[config.mk]
export PLATFORM = sky130hd
export DESIGN_NAME = tamper_state_monitor
export DESIGN_NICKNAME = d
export VERILOG_FILES = /design/src/rtl/tsm_pkg.sv /design/src/rtl/tsm_detect.sv /design/src/rtl/tsm_cfg_regs.sv /design/src/rtl/tsm_status.sv /design/src/rtl/tamper_state_monitor.sv
export SDC_FILE = /design/constraint.sdc
export NUM_CORES = 1
export LEC_CHECK = 0
export CAP_MARGIN = 0
export CORE_MARGIN = 5
export CORE_UTILIZATION = 39
export DETAILED_ROUTE_END_ITERATION = 10
export GPL_ROUTABILITY_DRIVEN = 0
export PLACE_DENSITY_LB_ADDON = 0.12
export SLEW_MARGIN = 30
export SYNTH_ARGS = -nofsm -noshare
export SYNTH_HDL_FRONTEND = slang
export SYNTH_SLANG_ARGS = --single-unit
[constraint.sdc]
create_clock -name clk -period 1.7 [get_ports clk]
set_input_delay 0.51 -clock clk [delete_from_list [all_inputs] [get_ports clk]]
set_output_delay 0.51 -clock clk [all_outputs]
set_load 0.005 [all_outputs]
[src/rtl/tsm_pkg.sv]
package tsm_pkg;
  localparam int NSRC = 10;
  localparam int DW   = 32;

  localparam int S_SVF = 0;
  localparam int S_NV  = 1;

  localparam int C_TCE = 3;
  localparam int C_FHL = 16;
  localparam int C_TSL = 17;
  localparam int C_THL = 18;
  localparam int C_CSL = 29;
  localparam int C_CHL = 30;

  typedef enum logic [1:0] {
    SEL_CFG  = 2'd0,
    SEL_CTL  = 2'd1,
    SEL_STAT = 2'd2,
    SEL_TIME = 2'd3
  } wr_sel_e;

  // status bit that latches event k
  function automatic int det_pos(input int k);
    return (k < 8) ? 16 + k : k - 6;
  endfunction

  function automatic logic [DW-1:0] det_mask();
    logic [DW-1:0] m;
    m = '0;
    for (int k = 0; k < NSRC; k++) m[det_pos(k)] = 1'b1;
    return m;
  endfunction

  localparam logic [DW-1:0] STICKY_M = (DW'(1) << C_FHL) | (DW'(1) << C_TSL) |
                                       (DW'(1) << C_THL) | (DW'(1) << C_CSL) |
                                       (DW'(1) << C_CHL);
  localparam logic [DW-1:0] TCE_M = DW'(1) << C_TCE;
endpackage

[src/rtl/tsm_detect.sv]
module tsm_detect
  import tsm_pkg::*;
(
  input  logic            active,
  input  logic [NSRC-1:0] evt_i,
  input  logic [NSRC-1:0] en_i,
  input  logic [DW-1:0]   st_i,
  output logic [DW-1:0]   set_o,
  output logic            pend_o
);
  logic [NSRC-1:0] armed;

  generate
    for (genvar k = 0; k < NSRC; k++) begin : g_src
      localparam int P = det_pos(k);
      assign armed[k] = st_i[P] & en_i[k];
    end
  endgenerate

  always_comb begin
    set_o = '0;
    for (int k = 0; k < NSRC; k++)
      set_o[det_pos(k)] = active & evt_i[k] & en_i[k];
  end

  assign pend_o = |armed;
endmodule

[src/rtl/tsm_cfg_regs.sv]
module tsm_cfg_regs
  import tsm_pkg::*;
#(
  parameter int TIME_W = 32
) (
  input  logic              clk,
  input  logic              bat_rst_n,
  input  logic              sys_rst_n,
  input  logic              wr_en,
  input  logic [1:0]        wr_sel,
  input  logic [DW-1:0]     wr_data,
  output logic [DW-1:0]     ctrl_q,
  output logic [NSRC-1:0]   cfg_q,
  output logic [TIME_W-1:0] time_q
);
  logic cfg_locked, time_locked;
  assign cfg_locked  = ctrl_q[C_CSL] | ctrl_q[C_CHL];
  assign time_locked = ctrl_q[C_TSL] | ctrl_q[C_THL];

  always_ff @(posedge clk) begin
    if (!bat_rst_n) begin
      ctrl_q <= '0;
      cfg_q  <= '0;
      time_q <= '0;
    end else if (!sys_rst_n) begin
      ctrl_q[C_TSL] <= 1'b0;
      ctrl_q[C_CSL] <= 1'b0;
    end else if (wr_en) begin
      case (wr_sel)
        SEL_CFG:  if (!cfg_locked) cfg_q <= wr_data[NSRC-1:0];
        SEL_CTL:  ctrl_q <= (ctrl_q & STICKY_M) | (wr_data & (STICKY_M | TCE_M));
        SEL_TIME: if (!time_locked) time_q <= wr_data[TIME_W-1:0];
        default: ;
      endcase
    end
  end


  cfg_lock_chk: assert property (@(posedge clk) disable iff (!bat_rst_n)
    cfg_locked |=> $stable(cfg_q));

  time_lock_chk: assert property (@(posedge clk) disable iff (!bat_rst_n)
    time_locked |=> $stable(time_q));

  hard_keep_chk: assert property (@(posedge clk) disable iff (!bat_rst_n)
    (ctrl_q[C_CHL] && ctrl_q[C_THL]) |=> (ctrl_q[C_CHL] && ctrl_q[C_THL]));
endmodule

[src/rtl/tsm_status.sv]
module tsm_status
  import tsm_pkg::*;
(
  input  logic          clk,
  input  logic          bat_rst_n,
  input  logic          sys_rst_n,
  input  logic          fail_hlock,
  input  logic          clr_en,
  input  logic [DW-1:0] clr_data,
  input  logic [DW-1:0] set_vec,
  input  logic          pend,
  output logic [DW-1:0] st_q
);
  localparam logic [DW-1:0] DETM = det_mask();
  logic [DW-1:0] nxt;

  always_comb begin
    nxt = st_q;
    if (clr_en) begin
      nxt = nxt & ~(clr_data & DETM);
      if (clr_data[S_SVF] && st_q[S_NV] && !pend) nxt[S_SVF] = 1'b0;
      if (clr_data[S_NV] && !st_q[S_SVF]) nxt[S_NV] = 1'b0;
    end
    nxt = nxt | set_vec;
    if (|set_vec) nxt[S_SVF] = 1'b1;
  end

  always_ff @(posedge clk) begin
    if (!bat_rst_n) begin
      st_q       <= '0;
      st_q[S_NV] <= 1'b1;
    end else if (!sys_rst_n) begin
      if (st_q[S_SVF] && !fail_hlock) st_q[S_NV] <= 1'b1;
    end else begin
      st_q <= nxt;
    end
  end


  svf_clear_chk: assert property (@(posedge clk) disable iff (!bat_rst_n)
    ($fell(st_q[S_SVF]) && $past(bat_rst_n)) |-> $past(st_q[S_NV]));

  nv_last_chk: assert property (@(posedge clk) disable iff (!bat_rst_n)
    ($fell(st_q[S_NV]) && $past(bat_rst_n)) |-> !$past(st_q[S_SVF]));

  hit_sets_svf_chk: assert property (@(posedge clk) disable iff (!bat_rst_n)
    (|set_vec) |=> st_q[S_SVF]);
endmodule

[src/rtl/tamper_state_monitor.sv]
module tamper_state_monitor
  import tsm_pkg::*;
#(
  parameter int TIME_W = 32
) (
  input  logic              clk,
  input  logic              bat_rst_n,
  input  logic              sys_rst_n,
  input  logic [NSRC-1:0]   evt_i,
  input  logic              wr_en,
  input  logic [1:0]        wr_sel,
  input  logic [DW-1:0]     wr_data,
  output logic [DW-1:0]     status_o,
  output logic [DW-1:0]     ctrl_o,
  output logic [NSRC-1:0]   cfg_o,
  output logic [TIME_W-1:0] time_o,
  output logic              counter_stop_o
);
  logic [DW-1:0] set_vec;
  logic          pend;
  logic          active;

  assign active = bat_rst_n & sys_rst_n;

  tsm_detect u_det (
    .active (active),
    .evt_i  (evt_i),
    .en_i   (cfg_o),
    .st_i   (status_o),
    .set_o  (set_vec),
    .pend_o (pend)
  );

  tsm_cfg_regs #(.TIME_W(TIME_W)) u_regs (
    .clk       (clk),
    .bat_rst_n (bat_rst_n),
    .sys_rst_n (sys_rst_n),
    .wr_en     (wr_en),
    .wr_sel    (wr_sel),
    .wr_data   (wr_data),
    .ctrl_q    (ctrl_o),
    .cfg_q     (cfg_o),
    .time_q    (time_o)
  );

  tsm_status u_stat (
    .clk        (clk),
    .bat_rst_n  (bat_rst_n),
    .sys_rst_n  (sys_rst_n),
    .fail_hlock (ctrl_o[C_FHL]),
    .clr_en     (wr_en && (wr_sel == SEL_STAT)),
    .clr_data   (wr_data),
    .set_vec    (set_vec),
    .pend       (pend),
    .st_q       (status_o)
  );

  assign counter_stop_o = status_o[S_SVF] | status_o[S_NV] | ~ctrl_o[C_TCE];
endmodule

==> results of run 1 <==
==> registers in the layout (all words and copies together), names as in the netlist <==
register / flops
u_regs.ctrl_q: 6
u_stat.st_q: 12
u_regs.cfg_q: 10
u_regs.time_q: 32
==> worst reg2reg max path, stage by stage, from the launching register on <==
cell     delay, ns
dfxtp_1       0.32
or3_1         0.37
or3_4         0.36
buf_2         0.19
mux2i_1       0.15
nor2b_1       0.06
==> routing by layer <==
metal	vias up	global-route usage
met5	-	0
met4	0	0.0421
met3	10	0.0665
met2	123	0.289
met1	1173	0.225
li1	1235	-
==> power groups by stage <==
| stage | logic (W) | clock network, W | registers (W) |
|---|---|---|---|
| after floorplan | 0.000202 | 0 | 0.00149 |
| after global placement | 0.000375 | 0 | 0.00148 |
| after detailed placement | 0.000375 | 0 | 0.00148 |
| after CTS | 0.000377 | 0.00115 | 0.00145 |
| after global routing | 0.000416 | 0.00121 | 0.00145 |
| final | 0.000383 | 0.00111 | 0.00145 |
==> kinds of logic after synthesis <==
kind of cell,after synthesis,share of synthesized area
buffers and inverters,63,0.161
flip-flops,60,0.435
other,1,0.00136
AND/OR/NAND/NOR,121,0.203
AO/OA/AOI/OAI,58,0.160
multiplexers,11,0.0399
==> area by class of cell <==
type	count	area, um2
multi-input cells	236	1310
repair buffers	143	1420
flip-flops and latches	60	1230
clock buffers	13	159
clock inverters	2	10.0
well taps	96	120
fillers	637	2580
==> worst min-delay path by stage <==
| stage | start | to | slack [ns] |
|---|---|---|---|
| floorplan | u_regs.time_q[10] | u_regs.time_q[10] | 0.45 |
| global placement | u_regs.time_q[28] | u_regs.time_q[28] | 0.44 |
| detailed placement | u_regs.time_q[28] | u_regs.time_q[28] | 0.45 |
| CTS | u_regs.time_q[28] | u_regs.time_q[28] | 0.45 |
| global route | u_regs.time_q[27] | u_regs.time_q[27] | 0.46 |
| finish | u_regs.time_q[27] | u_regs.time_q[27] | 0.45 |
==> cell usage in the layout, fill, tap and decap left out, types with 3 or more instances in the layout <==
master / count
buf_6: 5
a22oi_1: 4
a21oi_1: 5
dfxtp_2: 11
nor2_1: 3
conb_1: 46
mux2i_1: 11
dlygate4sd2_1: 41
dfxtp_1: 44
buf_4: 25
a21boi_1: 31
clkbuf_8: 11
dlymetal6s2s_1: 21
clkdlybuf4s50_1: 44
a32oi_1: 10
nor2b_1: 24
buf_12: 3
nand2_1: 80
dfxtp_4: 5
==> stage by stage <==
| stage | std cells | utilization | cell area, um2 | worst slack (ns) |
|---|---|---|---|---|
| after global routing | 550 | 0.622 | 4250 | -0.00202 |
| after CTS | 547 | 0.605 | 4130 | 0.000259 |
| final | 550 | 0.622 | 4250 | 0.0481 |
| after global placement | 527 | 0.574 | 3920 | -0.400 |
| after floorplan | 359 | - | 2930 | 0.117 |
| after detailed placement | 527 | 0.574 | 3920 | -0.428 |
==> repair_timing <==
action	CTS	global route
pin swaps	1	1
resized for setup	73	33
setup endpoints to repair	87	59
hold buffers	0	0
buffers inserted	3	1
cloned	2	2
==> flow_summary.yaml, run 1 <==
status:
  status: "complete, no violations"
pwr:
  p_leak_nw: 2.20
  p_switching_w: 0.000693
  clkPwrFrac: 0.377
  power_frac_comb: 0.130
  seqPwrFrac: 0.492
  vdd_drop_max_uv: 434
  power.internal_w: 0.00225
  finalPower_w: 0.00294
  powerDensity_nw_per_um2: 691
  switching_share: 0.236
timing:
  rsz0062_at_grt: "true"
  fin_tns_setup_ns: 0
  whs_ns: 0.448
  fmaxAchievable_mhz: 605
  finClkSkew_ns: 0.00314
  min_period_ns: 1.65
  finalHoldViolCount: 0
  finalCritPeriodShare: 0.972
  finalSetupViolations: 0
  report.final.slew_viol_count: 0
logic_synthesis:
  ys_ff_latch: 60
  ys_types: 31
  syn-cell-area_um2: 2760
  synth_area_leaders: "dfxtp_1, buf_4, nand2_1"
  syn_inst: 314
  ys_seq_area_frac: 0.435
  ys_top_cells_by_count: "nand2_1, dfxtp_1, buf_4"
  yosysTopAreaCell: "dfxtp_1"
  yosys.cell_count.top_type: "nand2_1"
  synth_async_sr_flop_share: 0
  synthFlopType: "dfxtp_1"
  synth_top_area_frac: 0.435
  syn_avg_cell_area_um2: 8.80
  synth_edf_count: 0
  ys_warn_count: 0
worst_setup_path:
  crit_path_end: "counter_stop_o"
  slowest_stage: "or3b_4"
  crit_family: "simple AND/OR/NAND/NOR gates"
  max_stage_delay_ns: 0.37
  timing.rr.end: "u_regs.cfg_q[3]"
  path_cells: "or3b_4, buf_6"
  cp_max_fo: 2
  reg2reg_from: "u_regs.ctrl_q[30]"
  timing.critical_path.buf_inv: 1
  critPathRequiredTime_ns: 1.19
  r2r_slack_ns: 0.14
  crit_type: "reg2out"
  cp-startpoint: "u_regs.ctrl_q[3]"
  startpoint_type: "register"
  critPathArrivalTime_ns: 1.14
  reg2reg_depth: 5
  worstSetupPathDepth: 2
  cp-end-kind: "output pin"
route:
  ant_nets: 0
  routed_wl_um: 8280
  top_layer_used: "met4"
  post_drt_wl_per_cell_um: 15.1
  firstDrtPassIters: 4
  vias: 2541
  m1WireLength_um: 3610
  routed-wl-met3_um: 728
  wl_met2_um: 3850
  first_iter_violations: 107
  vias_per_cell: 4.62
  route.detailed.drc: 0
floorplan:
  rows: 30
  fp.coreArea_um2: 6830
  chipHeight_um: 94.2
  ios: 155
  start_util: 0.404
  chipWidth_um: 94.2
  die-area_um2: 8870
clock_tree:
  htreeDepth: 3
  clk_pin_slew_ns: 0.06
  clock_latency_ns: 0.33
  cts_buffers: 9
  clock-sinks: 60
  ctsLongestPathBuffers: 2
  cts_root_buffer: "clkbuf_8"
  cts_tree: "built"
placement:
  dpl.hpwl_um: 6080
  io_buffers: 108
worst_hold_path:
  hold_path.class: "reg2reg"
  whs_path_depth: 2
layout:
  fin_nets: 498
  synthToLayoutAreaGrowth_pct: 53.8
  drive_gt1_frac: 0.159
  antennaDiodeCount: 0
flow_run:
  drv_cap: 0
global_routing:
  grt_pass1_wl_um: 12300
  grt_pass1_vias: 2346
  grt_max_degree: 22
  grt_overflow: 0
  antenna_found_initial: 0
  track_usage: 0.179
Power figures use the tool's default switching activity.
==> run 2, diff against run 1 <==
ABC_CLOCK_PERIOD_IN_PS = 1700   (was not set)
GPL_ROUTABILITY_DRIVEN = 1   (was 0)
==> results of run 2 <==
No change in the layout: final DEF, timing and power equal those of run 1.
